## config.mk

```make
export PLATFORM = sky130hd
export DESIGN_NAME = pdcal_seq
export DESIGN_NICKNAME = d
export VERILOG_FILES = /design/src/rtl/pdcal_pkg.sv /design/src/rtl/pdcal_sync.sv /design/src/rtl/pdcal_qual.sv /design/src/rtl/pdcal_acq_timer.sv /design/src/rtl/pdcal_seq.sv
export SDC_FILE = /design/constraint.sdc
export NUM_CORES = 1
export LEC_CHECK = 0
export ABC_AREA = 1
export BUFFER_PORTS_ARGS = -buffer_cell sky130_fd_sc_hd__buf_2
export CAP_MARGIN = 5
export CORE_MARGIN = 2
export CORE_UTILIZATION = 58
export CTS_CLUSTER_SIZE = 10
export DETAILED_ROUTE_END_ITERATION = 16
export GPL_TIMING_DRIVEN = 0
export PLACE_DENSITY_LB_ADDON = 0.3
export SETUP_SLACK_MARGIN = 0.02
export SLEW_MARGIN = 40
export SYNTH_ARGS = -nofsm -noshare
export SYNTH_HDL_FRONTEND = slang
export SYNTH_HIERARCHICAL = 1
export SYNTH_SLANG_ARGS = --single-unit
```

## constraint.sdc

```tcl
create_clock -name clk -period 2.6 [get_ports clk]
set_input_delay 0.65 -clock clk [delete_from_list [all_inputs] [get_ports clk]]
set_output_delay 0.65 -clock clk [all_outputs]
set_load 0.01 [all_outputs]
```

## src/rtl/pdcal_pkg.sv

```systemverilog
`timescale 1ns/1ps
package pdcal_pkg;

    typedef enum logic [2:0] {
        ST_PWRDN   = 3'd0,
        ST_RESET   = 3'd1,
        ST_IDLE    = 3'd2,
        ST_REFWAIT = 3'd3,
        ST_CAL     = 3'd4,
        ST_ACQ     = 3'd5,
        ST_TRACK   = 3'd6
    } seq_state_t;

endpackage

```

## src/rtl/pdcal_sync.sv

```systemverilog
`timescale 1ns/1ps
// Multi-flop synchroniser for a single asynchronous level.
module pdcal_sync #(
    parameter int   STAGES  = 2,
    parameter logic RST_VAL = 1'b1
) (
    input  logic clk,
    input  logic rst_n,
    input  logic d,
    output logic q
);

    generate
        if (STAGES <= 1) begin : g_single
            logic ff;
            always_ff @(posedge clk or negedge rst_n) begin
                if (!rst_n) ff <= RST_VAL;
                else        ff <= d;
            end
            assign q = ff;
        end else begin : g_chain
            logic [STAGES-1:0] sh;
            always_ff @(posedge clk or negedge rst_n) begin
                if (!rst_n) sh <= {STAGES{RST_VAL}};
                else        sh <= {sh[STAGES-2:0], d};
            end
            assign q = sh[STAGES-1];
        end
    endgenerate

endmodule

```

## src/rtl/pdcal_qual.sv

```systemverilog
`timescale 1ns/1ps
// Falling-edge detector with a saturating high-time qualifier.
module pdcal_qual #(
    parameter int MIN_HIGH_CYC = 100
) (
    input  logic clk,
    input  logic rst_n,
    input  logic lvl,        // synchronised control level
    output logic fall,       // high-to-low seen this cycle
    output logic qualified   // fall preceded by a long enough high time
);

    localparam int CW = $clog2(MIN_HIGH_CYC + 1);
    localparam logic [CW-1:0] HI_MAX = CW'(MIN_HIGH_CYC);

    logic          lvl_d;
    logic [CW-1:0] hi_cnt;

    always_ff @(posedge clk or negedge rst_n) begin
        if (!rst_n) begin
            lvl_d  <= 1'b1;
            hi_cnt <= '0;
        end else begin
            lvl_d <= lvl;
            if (lvl) begin
                if (hi_cnt != HI_MAX) hi_cnt <= hi_cnt + 1'b1;
            end else begin
                hi_cnt <= '0;
            end
        end
    end

    assign fall      = lvl_d & ~lvl;
    assign qualified = fall & (hi_cnt == HI_MAX);

endmodule

```

## src/rtl/pdcal_acq_timer.sv

```systemverilog
`timescale 1ns/1ps
// Counts cycles from the qualified falling edge; saturates when expired.
module pdcal_acq_timer #(
    parameter int ACQ_CYC = 150000
) (
    input  logic clk,
    input  logic rst_n,
    input  logic clear,
    input  logic start,
    output logic expired
);

    localparam int TW = $clog2(ACQ_CYC + 1);
    localparam logic [TW-1:0] T_MAX = TW'(ACQ_CYC);

    logic [TW-1:0] cnt;
    logic          run;

    always_ff @(posedge clk or negedge rst_n) begin
        if (!rst_n) begin
            cnt <= '0;
            run <= 1'b0;
        end else if (clear) begin
            cnt <= '0;
            run <= 1'b0;
        end else if (start) begin
            cnt <= TW'(1);
            run <= 1'b1;
        end else if (run && (cnt != T_MAX)) begin
            cnt <= cnt + 1'b1;
        end
    end

    assign expired = run & (cnt == T_MAX);

endmodule

```

## src/rtl/pdcal_seq.sv

```systemverilog
`timescale 1ns/1ps
// Power-down / self-calibration sequencer for a clock-recovery loop.
module pdcal_seq
    import pdcal_pkg::*;
#(
    parameter int   DATA_W       = 8,
    parameter int   SYNC_STAGES  = 2,
    parameter int   MIN_HIGH_CYC = 100,
    parameter int   RST_CYC      = 4,
    parameter int   ACQ_CYC      = 150000,
    parameter logic IDLE_LVL     = 1'b1
) (
    input  logic              clk,
    input  logic              rst_n,
    input  logic              pd_cal_in,
    input  logic              ref_valid,
    input  logic              cal_done,
    input  logic              lol_raw,
    input  logic              rclk_in,
    input  logic [DATA_W-1:0] rdata_in,
    output logic              loop_pd,
    output logic              rst_strobe,
    output logic              cal_en,
    output logic              acq_busy,
    output logic              lol_mask,
    output logic              lol_out,
    output logic              ready,
    output logic              rclk_out,
    output logic [DATA_W-1:0] rdata_out
);

    localparam int RCW = $clog2(RST_CYC + 1);
    localparam logic [RCW-1:0] RST_LAST = RCW'(RST_CYC - 1);

    seq_state_t     state, nxt;
    logic           pd_lvl;
    logic           fall;
    logic           qualified;
    logic           acq_expired;
    logic           cal_req;
    logic [RCW-1:0] rcnt;
    logic           rst_last;
    logic           timer_start;

    pdcal_sync #(
        .STAGES  (SYNC_STAGES),
        .RST_VAL (1'b1)
    ) u_sync (
        .clk   (clk),
        .rst_n (rst_n),
        .d     (pd_cal_in),
        .q     (pd_lvl)
    );

    pdcal_qual #(
        .MIN_HIGH_CYC (MIN_HIGH_CYC)
    ) u_qual (
        .clk       (clk),
        .rst_n     (rst_n),
        .lvl       (pd_lvl),
        .fall      (fall),
        .qualified (qualified)
    );

    assign timer_start = qualified && (state == ST_PWRDN);

    pdcal_acq_timer #(
        .ACQ_CYC (ACQ_CYC)
    ) u_timer (
        .clk     (clk),
        .rst_n   (rst_n),
        .clear   (pd_lvl),
        .start   (timer_start),
        .expired (acq_expired)
    );

    // Reset-phase counter and latched calibration request.
    always_ff @(posedge clk or negedge rst_n) begin
        if (!rst_n) begin
            rcnt    <= '0;
            cal_req <= 1'b0;
        end else begin
            if (state == ST_RESET) rcnt <= rcnt + 1'b1;
            else                   rcnt <= '0;
            if (pd_lvl)                             cal_req <= 1'b0;
            else if ((state == ST_PWRDN) && fall)   cal_req <= qualified;
        end
    end

    assign rst_last = (rcnt == RST_LAST);

    // State register.
    always_ff @(posedge clk or negedge rst_n) begin
        if (!rst_n) state <= ST_PWRDN;
        else        state <= nxt;
    end

    // Next-state logic.
    always_comb begin
        nxt = state;
        if (pd_lvl) begin
            nxt = ST_PWRDN;
        end else begin
            unique case (state)
                ST_PWRDN:   if (fall)        nxt = ST_RESET;
                ST_RESET:   if (rst_last)    nxt = cal_req ? ST_REFWAIT : ST_IDLE;
                ST_IDLE:                     nxt = ST_IDLE;
                ST_REFWAIT: if (ref_valid)   nxt = ST_CAL;
                ST_CAL:     if (cal_done)    nxt = ST_ACQ;
                ST_ACQ:     if (acq_expired) nxt = ST_TRACK;
                ST_TRACK:                    nxt = ST_TRACK;
                default:                     nxt = ST_PWRDN;
            endcase
        end
    end

    // Outputs decoded from the registered state.
    always_comb begin
        loop_pd    = 1'b0;
        rst_strobe = 1'b0;
        cal_en     = 1'b0;
        acq_busy   = 1'b0;
        ready      = 1'b0;
        lol_mask   = 1'b0;
        unique case (state)
            ST_PWRDN:   begin loop_pd    = 1'b1; lol_mask = 1'b1; end
            ST_RESET:   begin rst_strobe = 1'b1; lol_mask = 1'b1; end
            ST_IDLE:    begin end
            ST_REFWAIT: begin lol_mask   = 1'b1; end
            ST_CAL:     begin cal_en     = 1'b1; lol_mask = 1'b1; end
            ST_ACQ:     begin acq_busy   = 1'b1; end
            ST_TRACK:   begin ready      = 1'b1; end
            default:    begin loop_pd    = 1'b1; lol_mask = 1'b1; end
        endcase
        lol_out   = lol_raw & ~lol_mask;
        rclk_out  = loop_pd ? IDLE_LVL : rclk_in;
        rdata_out = loop_pd ? {DATA_W{IDLE_LVL}} : rdata_in;
    end

endmodule

```

==> flow_metrics.py <==
metrics = {
    "place": {
        "dp.cells": 394,
        "port_buffers": 30,
        "gp_congestion": 0.8399,
        "place_hpwl_um": 3636,
    },
    "critical_path": {
        "crit_start": "u_qual/hi_cnt[0]$_DFFE_PN0P_",
        "start_kind": "flip-flop",
        "cp_num_buf_inv": 4,
        "crit_chain": "inv_1 > ha_1 > nand2_1 > nor2_2 > nand2_2 > nor3_2 > inv_1 > nor2_1 > clkbuf_2 > nor2_1 > nand2_4 > buf_6 > nand3_1 > o21ai_1",
        "critPathRequiredTime_ns": 2.78,
        "end_kind": "flip-flop",
        "reg2reg_from": "u_qual/hi_cnt[0]$_DFFE_PN0P_",
        "cp_slowest_cell": "nor2_1",
        "crit_type": "flip-flop to flip-flop",
        "slowest_delay_ns": 0.49,
        "crit_fanout": 10,
        "crit_family": "simple AND/OR/NAND/NOR gates",
        "worstPathArrival_ns": 2.52,
    },
    "routing": {
        "ant_nets": 0,
        "wirelength_um": 4858,
        "wl_per_cell_um": 12.08,
        "drt_pass1_iterations": 4,
        "drcViolationCount": 0,
        "drt_iter0_markers": 102,
        "vias": 2097,
        "avgViaCountPerCell": 5.216,
    },
    "sta": {
        "min_period_ns": 2.344,
        "drv_slew": 0,
        "fin_crit_sh_pct": 90.15,
        "tightest_slew_ns": 0.5879,
        "setup_viol": 0,
        "hold_viol_final": 0,
        "skew_ns": 0.006007,
        "setup_tns_ns": 0,
        "max_freq_ghz": 0.4267,
        "slew_headroom_pct": 60.66,
        "rsz0062_at_grt": "no",
    },
    "synth": {
        "syn_area_mm2": 0.002328,
        "ys_seq_area_share_pct": 38.85,
        "yosysTopAreaCell": "dfrtp_1",
        "yosysMostFrequentCell": "nand2_1",
        "ys_types": 33,
        "ys_ff_latch": 36,
        "synthTopCellsByArea": "dfrtp_1 35%, nand2_1 11%, nor2_1 7.7%, nand3_1 6.9%, inv_1 4.8%",
        "avgSynthCellArea_um2": 7.416,
        "synth_top_area_share_pct": 35.46,
        "synth_edf_count": 0,
        "synth_ff_type": "dfrtp_1",
        "postSynth.asyncResetShare_pct": 100.0,
        "synthTopCellsByCount": "68 x nand2_1, 48 x nor2_1, 33 x dfrtp_1, 32 x nand3_1, 30 x inv_1",
        "synth_fp_nets": 335,
        "synthesis.instances": 314,
        "yosysWarnings": 6,
    },
    "hold_path": {
        "hold_class": "input pin to async pin",
    },
    "clock_tree": {
        "post_cts_buffers": 0,
        "clock_path_buffers": 2,
        "h-tree-depth": 2,
        "cts_inserted_buffers": 5,
        "root_buffer": "clkbuf_8",
        "clkSinkCount": 36,
        "holdBufCountCts": 0,
        "clk_pin_slew_worst_paths_ns": 0.07,
        "clock_latency_ns": 0.29,
        "cts_tree": "done",
    },
    "run": {
        "maxCapViolations": 0,
    },
    "floorplanning": {
        "die_y_um": 67.36,
        "die_w_um": 67.36,
        "die_area_mm2": 0.004537,
        "std_cell_rows": 23,
        "ios": 31,
        "coreArea_mm2": 0.003943,
        "start_util_pct": 59.06,
    },
    "grt": {
        "antenna_found_initial": 0,
        "grt_pass1_vias": 1924,
        "grt_overflow_total": 0,
        "grt_pass1_wl_um": 8252,
        "grt_use_total_pct": 24.32,
        "grt_max_degree": 37,
    },
    "run_status": {
        "status": "finished clean",
    },
    "power_and_ir_drop": {
        "irDropWorstVdd_mv": 0.2957,
        "power.leakage_nw": 1.275,
        "power.density_mw_per_mm2": 571.5,
        "fin_total_pwr_mw": 1.506,
    },
    "cells_and_area": {
        "diodes": 0,
        "nets": 372,
        "final_cells": 402,
        "nFillCells": 352,
        "layout-drive-gt1-share_pct": 22.44,
        "areaGrowthSynthToFinish_pct": 13.17,
    },
}
[what timing repair did]
item                                   4_1_cts  5_1_grt
setup endpoints to repair                    0       15
endpoints found under the hold margin        0        0
resized for setup                            0        2
[per-layer routing]
layer	track usage (%)	wire length, um	part of all wire (%)
met2	43.19	2477	51
met4	9.184	91	1.9
met3	5.833	235	4.8
met5	0	0	0
met1	28.25	2053	42
[cell usage in the layout (no fill, tap or decap), types with 5 or more instances in the layout]
master | Yosys | routed
clkbuf_8 | 0 | 6
nand2_1 | 68 | 68
o21ai_1 | 11 | 11
dfrtp_1 | 33 | 33
or2_1 | 9 | 9
inv_2 | 6 | 6
ha_1 | 6 | 6
nor2_2 | 11 | 11
xor2_1 | 5 | 5
nand3_1 | 32 | 32
nand4_1 | 6 | 6
nand3_2 | 6 | 6
nor2_1 | 48 | 48
inv_1 | 30 | 30
buf_2 | 1 | 30
o21bai_1 | 7 | 7
a21oi_1 | 7 | 7
[power by group]
| group | internal (mW) | switching [mW] |
|---|---|---|
| Clock | 0.216 | 0.192 |
| Combinational | 0.177 | 0.282 |
| Sequential | 0.597 | 0.0426 |
[kinds of logic after synthesis]
family	share of synthesized area [%]
buffers and inverters	8.490
and+or+nand+nor	40.09
xor gates and xnor gates	1.881
DFF	38.85
AOI/OAI and AO/OA	7.469
adders and majority gates	3.224
[final timing paths]
check                      cells after the start                        endpoint  slack [ns]
setup / recovery                              14     u_timer/cnt[13]$_DFFE_PN0P_        0.26
hold / removal                                 1    u_qual/hi_cnt[4]$_DFFE_PN0P_        0.30
setup reg to reg                              14     u_timer/cnt[13]$_DFFE_PN0P_        0.26
hold reg to reg                                0  u_sync/g_chain.sh[1]$_DFF_PN1_        0.36
max in group asynchronous                      1  u_sync/g_chain.sh[0]$_DFF_PN1_        1.93
min in group clk                               0  u_sync/g_chain.sh[1]$_DFF_PN1_        0.36
[cell type report]
cell class | count | area (um2) | share of cell area, %
flip-flops and latches | 36 | 904.6 | 34.33
plain buffers | 5 | 46.29 | 1.757
clock buffers | 8 | 90.09 | 3.419
inverters | 40 | 152.6 | 5.793
well taps | 50 | 62.56 | 2.374
multi-input cells | 233 | 1226 | 46.53
repair buffers | 30 | 152.6 | 5.793
[registers in the layout (all words and copies together) (netlist names)]
signal and count:
cal_req 1, u_sync/g_chain.sh 2, u_timer/cnt 18, u_qual/lvl_d 1, u_timer/run 1, u_qual/hi_cnt 7
state 3, rcnt 3
[worst reg2reg max path: cells and delay by family, from the launching register on]
kind	cells	cell delay (ns)
flops	1	0.43
fa+ha+maj	1	0.20
compound gates	1	0.07
buf+inv	4	0.49
simple gates	8	1.04
[per-stage QoR]
| step | cell area, um2 | setup slack, ns | hold slack (ns) | util [%] |
|---|---|---|---|---|
| 3_5_place_dp | 2541 | 0.1093 | 0.3488 | 64.46 |
| 4_1_cts | 2631 | 0.1003 | 0.3592 | 66.74 |
| 3_3_place_gp | 2541 | 0.1833 | 0.3461 | 64.46 |
| 5_1_grt | 2635 | 0.07733 | 0.3547 | 66.84 |
| 2_1_floorplan | 2328 | 0.5873 | 0.3452 | - |
| 6_report | 2635 | 0.2562 | 0.3011 | 66.84 |
Note: power is estimated with default switching activity, not from simulation.
